### src/rtl/secscan_pkg.sv
package secscan_pkg;
  typedef enum logic {
    MODE_TEST   = 1'b0,
    MODE_SECURE = 1'b1
  } mode_e;
endpackage

### src/rtl/secscan_ir_decode.sv
module secscan_ir_decode #(
  parameter int unsigned IR_W = 4,
  parameter logic [IR_W-1:0] SECURE_CODE = 4'hA
) (
  input  logic            clk_i,
  input  logic            rst_ni,
  input  logic [IR_W-1:0] ir_i,
  input  logic            ir_update_i,
  output logic            go_secure_o
);
  logic upd_q, pulse_q;

  // one pulse per strobe rising edge with a matching code
  always_ff @(posedge clk_i or negedge rst_ni) begin
    if (!rst_ni) begin
      upd_q   <= 1'b0;
      pulse_q <= 1'b0;
    end else begin
      upd_q   <= ir_update_i;
      pulse_q <= ir_update_i & ~upd_q & (ir_i == SECURE_CODE);
    end
  end

  assign go_secure_o = pulse_q;
endmodule

### src/rtl/secscan_mode_fsm.sv
module secscan_mode_fsm
  import secscan_pkg::*;
(
  input  logic clk_i,
  input  logic rst_ni,
  input  logic go_secure_i,
  output logic secure_o
);
  mode_e mode_q, mode_d;

  // one-way: no transition back to MODE_TEST except via reset
  always_comb begin
    mode_d = mode_q;
    if (go_secure_i) mode_d = MODE_SECURE;
  end

  always_ff @(posedge clk_i or negedge rst_ni) begin
    if (!rst_ni) mode_q <= MODE_TEST;
    else         mode_q <= mode_d;
  end

  assign secure_o = (mode_q == MODE_SECURE);
endmodule

### src/rtl/secscan_mirror_key.sv
module secscan_mirror_key #(
  parameter int unsigned KEY_W = 16
) (
  input  logic             clk_i,
  input  logic             rst_ni,
  input  logic             clear_i,
  input  logic             lock_i,
  input  logic             wr_i,
  input  logic [KEY_W-1:0] data_i,
  output logic [KEY_W-1:0] key_o
);
  logic [KEY_W-1:0] key_q;

  always_ff @(posedge clk_i or negedge rst_ni) begin
    if (!rst_ni)            key_q <= '0;
    else if (clear_i)       key_q <= '0;
    else if (wr_i && !lock_i) key_q <= data_i;
  end

  assign key_o = key_q;
endmodule

### src/rtl/secure_scan_ctrl.sv
module secure_scan_ctrl #(
  parameter int unsigned IR_W = 4,
  parameter int unsigned KEY_W = 16,
  parameter logic [IR_W-1:0] SECURE_CODE = 4'hA
) (
  input  logic             clk_i,
  input  logic             rst_ni,
  input  logic [IR_W-1:0]  ir_i,
  input  logic             ir_update_i,
  input  logic             scan_en_i,
  input  logic             scan_data_i,
  input  logic             mirror_wr_i,
  input  logic [KEY_W-1:0] mirror_data_i,
  input  logic [KEY_W-1:0] secret_key_i,
  output logic             scan_in_en_o,
  output logic             scan_out_en_o,
  output logic             load_key_o,
  output logic             scan_shift_o,
  output logic             scan_out_o,
  output logic [KEY_W-1:0] key_o,
  output logic [KEY_W-1:0] mirror_key_o
);
  logic go_secure;
  logic secure;

  secscan_ir_decode #(.IR_W(IR_W), .SECURE_CODE(SECURE_CODE)) u_dec (
    .clk_i       (clk_i),
    .rst_ni      (rst_ni),
    .ir_i        (ir_i),
    .ir_update_i (ir_update_i),
    .go_secure_o (go_secure)
  );

  secscan_mode_fsm u_fsm (
    .clk_i       (clk_i),
    .rst_ni      (rst_ni),
    .go_secure_i (go_secure),
    .secure_o    (secure)
  );

  // clear lands on the same edge the mode flips
  secscan_mirror_key #(.KEY_W(KEY_W)) u_mkey (
    .clk_i   (clk_i),
    .rst_ni  (rst_ni),
    .clear_i (go_secure),
    .lock_i  (secure),
    .wr_i    (mirror_wr_i),
    .data_i  (mirror_data_i),
    .key_o   (mirror_key_o)
  );

  assign scan_in_en_o  = ~secure;
  assign scan_out_en_o = ~secure;
  assign load_key_o    = secure;
  assign scan_shift_o  = scan_en_i & scan_in_en_o;
  assign scan_out_o    = scan_data_i & scan_out_en_o;
  assign key_o         = secure ? secret_key_i : mirror_key_o;
endmodule

### config.mk
export PLATFORM = sky130hd
export DESIGN_NAME = secure_scan_ctrl
export DESIGN_NICKNAME = d
export VERILOG_FILES = /design/src/rtl/secscan_pkg.sv /design/src/rtl/secscan_ir_decode.sv /design/src/rtl/secscan_mode_fsm.sv /design/src/rtl/secscan_mirror_key.sv /design/src/rtl/secure_scan_ctrl.sv
export SDC_FILE = /design/constraint.sdc
export NUM_CORES = 1
export LEC_CHECK = 0
export ABC_AREA = 0
export BUFFER_PORTS_ARGS = -buffer_cell sky130_fd_sc_hd__buf_2
export CAP_MARGIN = 20
export CORE_ASPECT_RATIO = 0.8
export CORE_MARGIN = 5
export CORE_UTILIZATION = 45
export DETAILED_ROUTE_END_ITERATION = 16
export PLACE_DENSITY = 0.85
export SLEW_MARGIN = 20
export SYNTH_ARGS = -nofsm -noshare
export SYNTH_HDL_FRONTEND = slang
export SYNTH_SLANG_ARGS = --single-unit
### constraint.sdc
create_clock -name clk_i -period 2.15 [get_ports clk_i]
set_input_delay 0.1075 -clock clk_i [delete_from_list [all_inputs] [get_ports clk_i]]
set_output_delay 0.1075 -clock clk_i [all_outputs]
set_load 0.005 [all_outputs]
After elaboration in Yosys (flattened, before gate mapping)
Cells that the tools add are included.

Register bits after elaboration: 19. Word-level logic and storage cells: 17.

Eq/ne operators: 1. Mux-type cells: 3. Bitwise operators: 6. Reductions and logical operators: 3.

Operator list (count): $mux 16 (3); $and 1x1->1 (4); $eq 4x4->1 const B (1); $not 1->1 (2); $reduce_bool 2->1 (1); $logic_and 1x1->1 (1); $logic_not 1->1 (1).

Logic depth before layout (Yosys ltp)
Gate-level depths: netlist (run 1).

Word-level depth: 4. Gate-level depth with buffers: 5. Gate-level depth less buffers: 2.

Modules after synthesis
Synthesis (run 1) repeated with hierarchy kept, for this count alone.

Cell total of the unflattened synthesis: 99. Area, all modules: 1219.9 sq um.

Modules (own cells, without submodules): secscan_mirror_key (times used 1, cells each 71, area an instance 848.3 sq um, seq. area each 400.4 sq um); secure_scan_ctrl (times used 1, cells each 22, area an instance 266.5 sq um, seq. area each 0.0 sq um); secscan_ir_decode (times used 1, cells each 4, area an instance 73.8 sq um, seq. area each 50.0 sq um); secscan_mode_fsm (times used 1, cells each 2, area an instance 31.3 sq um, seq. area each 25.0 sq um).

Worst setup path before layout (run 1)
No wires, ideal clock.

Path kind: reg2out. From: register u_fsm.mode_q (netlist: u_fsm.secure_o). To: output port key_o[0]. Arrival time: 1067 ps. Required time: 2043 ps. Setup slack: 976 ps. Stages on the path, launching flop included: 5. Buffers on the path: 3. Path through: dfrtp_1 -> buf_6 -> buf_6 -> buf_12 -> mux2_4.

Cells in the longest elaborated chain, start to end: 1.

Ends and longest elaborated chain: start: declaration (line secscan_mode_fsm.sv:9) `mode_e mode_q, mode_d;`; start signal: assignment (line secscan_mode_fsm.sv:19) `else mode_q <= mode_d;`; $mux 16 (line secure_scan_ctrl.sv:57) `assign key_o = secure ? secret_key_i : mirror_key_o;`; end: declaration (line secure_scan_ctrl.sv:20) `output logic [KEY_W-1:0] key_o,`.

Every way passes these cells.

Worst setup path in the final report (run 1)
From: register u_fsm.mode_q (netlist: u_fsm.secure_o). To: output port key_o[13].

Same word-level chain as after synthesis.

==> results of run 1 <==
==> power groups by stage <==
stage	logic [µW]	clock network [µW]	registers [µW]
floorplan	363	0	506
global placement	548	0	510
detailed placement	560	0	518
CTS	565	193	512
global route	612	198	523
finish	554	183	511
==> worst max-delay path, stage by stage (launching register included) <==
cell and delay [ps]:
dfrtp_1 580, buf_12 240, mux2_4 310, buf_2 130
==> area by class of cell <==
type                       count  area [µm²]
fill                         214         893
tap                           36        45.0
inverter                       1        3.75
sequential                    19         475
multi-input combinational     70         648
clock buffer                   4        26.3
timing repair buffer          81         430
==> metrics by stage <==
step / worst slack [ps] / hold WS (ps)
2_1_floorplan: 976 / -188
3_3_place_gp: 859 / 58.4
6_report: 468 / 55.6
4_1_cts: 451 / 47.5
3_5_place_dp: 811 / 64.9
5_1_grt: 389 / 62.5
==> flip-flops by register name (all words and copies together), names as in the netlist <==
register / count
u_fsm.secure_o: 1
u_mkey.key_o: 16
u_dec.upd_q: 1
u_dec.go_secure_o: 1
==> routing by layer <==
layer	vias to the layer above	GRT usage, %	wire [µm]
li1	511	-	-
met1	483	18.8	1180
met2	49	27.9	1470
met3	2	4.79	273
met4	0	2.83	18
met5	-	0	0
==> how the worst min path moves through the flow <==
stage	startpoint	to	slack [ps]
2_1_floorplan	rst_ni	u_dec.go_secure_o	-190
3_3_place_gp	rst_ni	u_mkey.key_o[14]	60
3_5_place_dp	rst_ni	u_mkey.key_o[14]	60
4_1_cts	ir_i[0]	u_dec.go_secure_o	50
5_1_grt	ir_i[1]	u_dec.go_secure_o	60
6_report	ir_i[0]	u_dec.go_secure_o	60
==> Yosys cell counts, drive strengths merged <==
cell	instances	area [µm²]
dfrtp	19	475
nand4bb	17	191
mux2	16	240
nand2b	16	100
o21ai	16	80.1
buf	7	73.8
clkbuf	3	11.3
nor2b	2	12.5
and2b	1	10.0
inv	1	3.75
nor3b	1	7.51
or2	1	6.26
==> cell families (layout without fill, tap and decap cells) <==
group / Yosys count / after routing / share of synthesized area, %
and+or+nand+nor: 38 / 38 / 27.0
AOI/OAI and AO/OA: 16 / 16 / 6.60
buffers and inverters: 11 / 86 / 7.33
muxes: 16 / 16 / 19.8
DFF: 19 / 19 / 39.2
==> out/metrics.cfg, run 1 <==
[global_route]
grt_remaining_overflow=0
grt_max_degree=34
grt_use_total_pct=15.8
antenna_found_initial=0
grt_pass1_vias=1050
grt_pass1_wl_mm=4.74

[timing]
rsz0062_at_grt=false
skew_ps=1.25
timing_worst_slew_pin_value_ps=709
fmax_ghz=0.594
setup_tns_ps=0
finalHoldViolations=0
setup_violations=0
period_minus_slack_ps=1680
slew_viol_final=0
min_period_over_period_pct=78.2
slew_headroom_pct=52.7

[die]
initial_core_util_pct=48.1
die_w_um=68.0
die_h_um=56.4
fp-row-count=16
core_um2=2520
die-area_um2=3840
ioPinCount=79

[detailed_routing]
drt_iter0_drc=36
vias=1045
vias_per_cell=4.95
antenna_left=0
drt_wl_total_mm=2.95
post_drt_wl_per_cell_um=14.0
drc=0
drtPass1Iterations=5

[setup_path]
path_max_fanout=28
worstReg2RegEnd=u_mkey.key_o[6]
reg2regPathDepth=2
timing.reg2reg.setup_slack_ps=920
setup.worst_path.end_class=output port
critPathLaunch=u_fsm.secure_o
r2r_start=u_dec.go_secure_o
critical_path_required_ps=2040
critPathCapture=key_o[13]
crit_path_start_kind=register
arrival_ps=1570
worstSetupPathType=reg -> out

[job]
maxCapViolations=0

[power]
clockPowerShare_pct=14.7
switching_share_pct=32.0
p_sw_uw=400
intPower_uw=848
leakage_uw=0.000828
power.total_uw=1250
seqPwrFrac_pct=40.9
ir_worst_vdd_v=0.000448
p_comb_share_pct=44.4
p_per_area_nw_per_um2=766

[place]
dpl_cell_area_um2=1580
place_inst=205
place_congestion=0.760
port_buffers=78
hpwlAfterDp_mm=2.24

[clock_network]
post_cts_resized=0
htreeDepth=1
cts_tree=yes
numCtsBuffers=3
insertion_delay_ps=300
path_clk_slew_ps=100
clk_root_buffer_cell=clkbuf_4
cts.sinks=19
clock_path_buffers=2
cts_hold_buf=2
post_cts_buffers=0

[layout]
insertedDiodeCount=0
nets=218
mostFrequentLayoutCell=buf_2
final_util_pct=64.6
syn_to_final_growth_pct=34.4
stdcell_count=211
final_cell_mix=buf_2, dfrtp_1, nand4bb_1
fin_area_um2=1630
drive_above_1_share_pct=56.6

[outcome]
status=completed

[synthesis]
synth.avg_cell_area_um2=12.1
ys_seq_area_share_pct=39.2
synth.distinct_cells=16
yosys_warnings=0
synthCells=100
yosys_register_bits=19
syn_nets=142
syn-cell-area_um2=1210

[min_path]
holdPathStages=3
hp-class=in -> reg

Power figures use the tool's default switching activity.
==> run 2, diff against run 1 <==
Settings changed: CORE_UTILIZATION 45 to 42, PLACE_DENSITY 0.85 to 0.8.
Clock period 2.15 ns to 1.7 ns, I/O delays scaled along.
==> out/metrics.cfg, run 2 (synthesized netlist as in run 1, its figures left out) <==
[layout]
fin_area_um2=1650  ; +1.2%
insertedDiodeCount=0  ; unchanged
final_util_pct=59.6  ; -5.0 points
drive_above_1_share_pct=57.6  ; +1.1 points
mostFrequentLayoutCell=buf_2
final_cell_mix=buf_2, dfrtp_1, nand4bb_1
syn_to_final_growth_pct=35.9
nets=220  ; +0.92%
largest_register_ffs=16  ; unchanged

[setup_path]
critPathCapture=key_o[11]
critPathLaunch=u_fsm.secure_o
worstReg2RegEnd=u_mkey.key_o[8]
reg2regPathDepth=2  ; unchanged
worstSetupPathType=reg -> out
timing.reg2reg.setup_slack_ps=440  ; -480 ps
path_max_fanout=11  ; -61%
setup.worst_path.end_class=output port
critical_path_required_ps=1620  ; -420 ps
r2r_start=u_dec.go_secure_o
arrival_ps=1440  ; -130 ps
crit_path_start_kind=register

[timing]
setup_tns_ps=0  ; unchanged
min_period_over_period_pct=89.8
slew_headroom_pct=51.3  ; -1.5 points
skew_ps=3.62  ; +2.38 ps
period_minus_slack_ps=1530
slew_viol_final=0  ; unchanged
timing_worst_slew_pin_value_ps=731  ; +22.3 ps
fmax_ghz=0.655
finalHoldViolations=0  ; unchanged
whs_ps=33.0  ; -22.6 ps
rsz0062_at_grt=false
setup_violations=0  ; unchanged

[die]
core_um2=2770  ; +9.6%
die_w_um=70.1  ; +3.0%
ioPinCount=79  ; unchanged
fp-row-count=17  ; +1
die_h_um=58.1  ; +2.9%
die-area_um2=4070  ; +6.0%
initial_core_util_pct=43.8  ; -4.2 points

[detailed_routing]
drc=0  ; unchanged
drtPass1Iterations=3  ; -2
drt_iter0_drc=39  ; +8.3%
post_drt_wl_per_cell_um=14.4  ; +3.3%
vias_per_cell=5.01  ; +1.2%
drt_wl_total_mm=3.10  ; +5.3%
antenna_left=0  ; unchanged
vias=1078  ; +3.2%

[job]
maxCapViolations=0  ; unchanged

[min_path]
hp-class=in -> reg
min-delay-start=ir_i[0]

[clock_network]
path_clk_slew_ps=110  ; about the same
numCtsBuffers=3  ; unchanged
htreeDepth=1  ; unchanged
clk_root_buffer_cell=clkbuf_4
cts.sinks=19  ; unchanged
insertion_delay_ps=290  ; about the same
cts_tree=yes
post_cts_buffers=0  ; unchanged
clock_path_buffers=2  ; unchanged

[global_route]
grt_pass1_vias=1189  ; +13%
grt_max_degree=34  ; unchanged
grt_pass1_wl_mm=5.09  ; +7.4%
grt_use_total_pct=15.4  ; -0.41 points
antenna_found_initial=0  ; unchanged
grt_remaining_overflow=0  ; unchanged

[outcome]
status=completed

[place]
place_congestion=0.780  ; +2.7%
hpwlAfterDp_mm=2.38  ; +6.0%
dpl_cell_area_um2=1600  ; +1.1%
port_buffers=78  ; unchanged

[power]
power.total_uw=1590  ; +28%
p_per_area_nw_per_um2=967  ; +26%
leakage_uw=0.000837  ; +1.0%
ir_worst_vdd_v=0.000599  ; +34%

[run 2: timing repair]
action                                  CTS  global route
gates resized for setup                   0             1
hold endpoints to repair                 20             0
hold buffers                              2             0
endpoints found under the setup margin    0            14
[run 2: report_power, final]
| group | switching, µW | total (µW) | leakage, µW | internal [µW] |
|---|---|---|---|---|
| Sequential | 94.6 | 647 | 0.000225 | 553 |
| Combinational | 274 | 716 | 0.000597 | 442 |
| Clock | 138 | 230 | 0.0000150 | 91.3 |
| Total | 507 | 1590 | 0.000837 | 1090 |
[run 2: final cells by class]
type	count	area, µm²
Tap cell	38	47.5
Multi-Input combinational cell	70	648
Clock buffer	4	26.3
Timing Repair Buffer	83	445
Inverter	1	3.75
Fill cell	261	1120
Sequential cell	19	477
[run 2: worst max-delay path, cell delays in order (launching register included)]
cell     delay [ps]
dfrtp_2         510
buf_4           210
mux2_4          300
buf_2           130
[run 2: how the worst min path moves through the flow]
stage	to	slack [ps]	depth (start not counted)
floorplan	u_dec.go_secure_o	-210	0
global placement	u_dec.go_secure_o	40	1
detailed placement	u_dec.upd_q	50	1
CTS	u_dec.go_secure_o	30	3
global route	u_dec.go_secure_o	30	3
finish	u_dec.go_secure_o	30	3
[run 2: stage by stage]
stage               instances  setup WS, ps
global placement          209           416
CTS                       215          26.5
detailed placement        209           383
global route              215          82.9
floorplan                 100           548
finish                    215           173
[run 2: routing by layer]
metal | up-vias | routed length [µm] | global-route usage [%]
li1 | 513 | - | -
met1 | 518 | 1130 | 14.3
met2 | 45 | 1670 | 31.1
met3 | 2 | 274 | 7.11
met4 | 0 | 34 | 3.01
met5 | - | 0 | 0
==> run 3, diff against run 2 <==
==> constraint.sdc (replaced) <==
create_clock -name clk_i -period 1.7 [get_ports clk_i]
set_input_delay 0.255 -clock clk_i [delete_from_list [all_inputs] [get_ports clk_i]]
set_output_delay 0.255 -clock clk_i [all_outputs]
set_load 0.005 [all_outputs]
==> out/metrics.cfg, run 3 (synthesized netlist as in run 1, its figures left out) <==
[outcome]
status=completed

[place]
hpwlAfterDp_mm=2.26  ; -4.9%
port_buffers=78  ; unchanged
place_congestion=0.753  ; -3.4%

[power]
leakage_uw=0.000830  ; -0.80%
p_per_area_nw_per_um2=962  ; -0.49%
ir_worst_vdd_v=0.000501  ; -16%
power.total_uw=1570  ; -1.7%

[clock_network]
post_cts_buffers=0  ; unchanged
clk_root_buffer_cell=clkbuf_4
cts.sinks=19  ; unchanged
path_clk_slew_ps=100  ; about the same
numCtsBuffers=3  ; unchanged
clock_path_buffers=2  ; unchanged
insertion_delay_ps=290  ; about the same
htreeDepth=1  ; unchanged
cts_tree=yes

[timing]
rsz0062_at_grt=false
skew_ps=2.60  ; -1.02 ps
slew_headroom_pct=51.6  ; +0.31 points
finalHoldViolations=0  ; unchanged
timing_worst_slew_pin_value_ps=726  ; -4.71 ps
fmax_ghz=0.628  ; -4.0%
setup_tns_ps=0  ; unchanged
period_minus_slack_ps=1590  ; +64.3 ps
setup_violations=0  ; unchanged
min_period_over_period_pct=93.6  ; +3.8 points
slew_viol_final=0  ; unchanged

[layout]
insertedDiodeCount=0  ; unchanged
drive_above_1_share_pct=57.4  ; -0.24 points
mostFrequentLayoutCell=buf_2
final_util_pct=58.9  ; -0.72 points
largest_register_ffs=16  ; unchanged
final_cell_mix=buf_2, dfrtp_1, nand4bb_1
syn_to_final_growth_pct=34.3
nets=219  ; -0.45%

[detailed_routing]
post_drt_wl_per_cell_um=13.9  ; -3.6%
drc=0  ; unchanged
met1_length_mm=1.13  ; +0.62%
drtPass1Iterations=4  ; +1
wl_met2_mm=1.57  ; -6.1%
met3_length_um=253  ; -7.7%
drt_iter0_drc=32  ; -18%
antenna_left=0  ; unchanged
routed.top_layer=met4
vias_per_cell=4.91  ; -2.0%
vias=1051  ; -2.5%
drt_wl_total_mm=2.98  ; -4.0%

[setup_path]
r2r_start=u_dec.go_secure_o
worstReg2RegEnd=u_mkey.key_o[8]
worstSetupPathType=reg -> out
arrival_ps=1340  ; -100 ps
critical_path_required_ps=1440  ; -180 ps
timing.reg2reg.setup_slack_ps=450  ; about the same
setup.worst_path.end_class=output port
crit_path_start_kind=register
critPathCapture=key_o[9]
reg2regPathDepth=2  ; unchanged
critPathLaunch=u_fsm.secure_o
path_max_fanout=10  ; -1

[global_route]
antenna_found_initial=0  ; unchanged
grt_max_degree=34  ; unchanged
grt_use_total_pct=14.6  ; -0.81 points
grt_remaining_overflow=0  ; unchanged
grt_pass1_wl_mm=4.86  ; -4.6%
grt_pass1_vias=1083  ; -8.9%

[die]
die_w_um=70.1  ; unchanged
ioPinCount=79  ; unchanged
die-area_um2=4070  ; unchanged
fp-row-count=17  ; unchanged
die_h_um=58.1  ; unchanged
core_um2=2770  ; unchanged
initial_core_util_pct=43.8  ; unchanged

[job]
maxCapViolations=0  ; unchanged

[min_path]
min-delay-start=ir_update_i
hp-class=in -> reg

run 3: per-layer routing:
layer,vias up,global-route usage (%)
met2,43,28.1
met4,0,2.73
li1,509,-
met3,4,5.72
met1,495,15.3
met5,-,0
run 3: power breakdown:
part           internal [µW]  leakage, µW  total (µW)  switching (µW)
Sequential               552     0.000226         629            77.2
Combinational            431     0.000589         715             284
Clock                   91.3    0.0000150         222             131
Total                   1070     0.000830        1570             492
run 3: how the worst min path moves through the flow:
stage | slack (ps) | to | cells past startpoint
2_1_floorplan | -40 | u_dec.go_secure_o | 0
3_3_place_gp | 210 | u_mkey.key_o[5] | 1
3_5_place_dp | 220 | u_dec.upd_q | 1
4_1_cts | 70 | u_dec.upd_q | 1
5_1_grt | 60 | u_dec.upd_q | 1
6_report | 70 | u_dec.upd_q | 1
run 3: metrics by stage:
| step | instance area, µm² | setup slack (ps) | std cells | hold slack (ps) |
|---|---|---|---|---|
| finish | 1630 | 109 | 214 | 72.1 |
| global placement | 1590 | 412 | 209 | 214 |
| CTS | 1620 | 43.7 | 214 | 65.3 |
| floorplan | 1210 | 378 | 100 | -40.6 |
| global route | 1630 | 17.7 | 214 | 58.1 |
| detailed placement | 1590 | 385 | 209 | 220 |
run 3: critical path: stages (launching register included):
cell and delay [ps]:
dfrtp_1 390, buf_4 210, mux2_4 320, buf_2 130
run 3: what timing repair did:
item / in CTS / in global routing
hold buffers: 1 / 0
resized for setup: 0 / 1
setup endpoints to repair: 0 / 7
endpoints found under the hold margin: 19 / 0
run 3: area by class of cell:
cell class	instances	area, µm²
Clock buffer	4	26.3
Fill cell	259	1140
Timing Repair Buffer	82	427
Multi-Input combinational cell	70	648
Sequential cell	19	475
Tap cell	38	47.5
Inverter	1	3.75
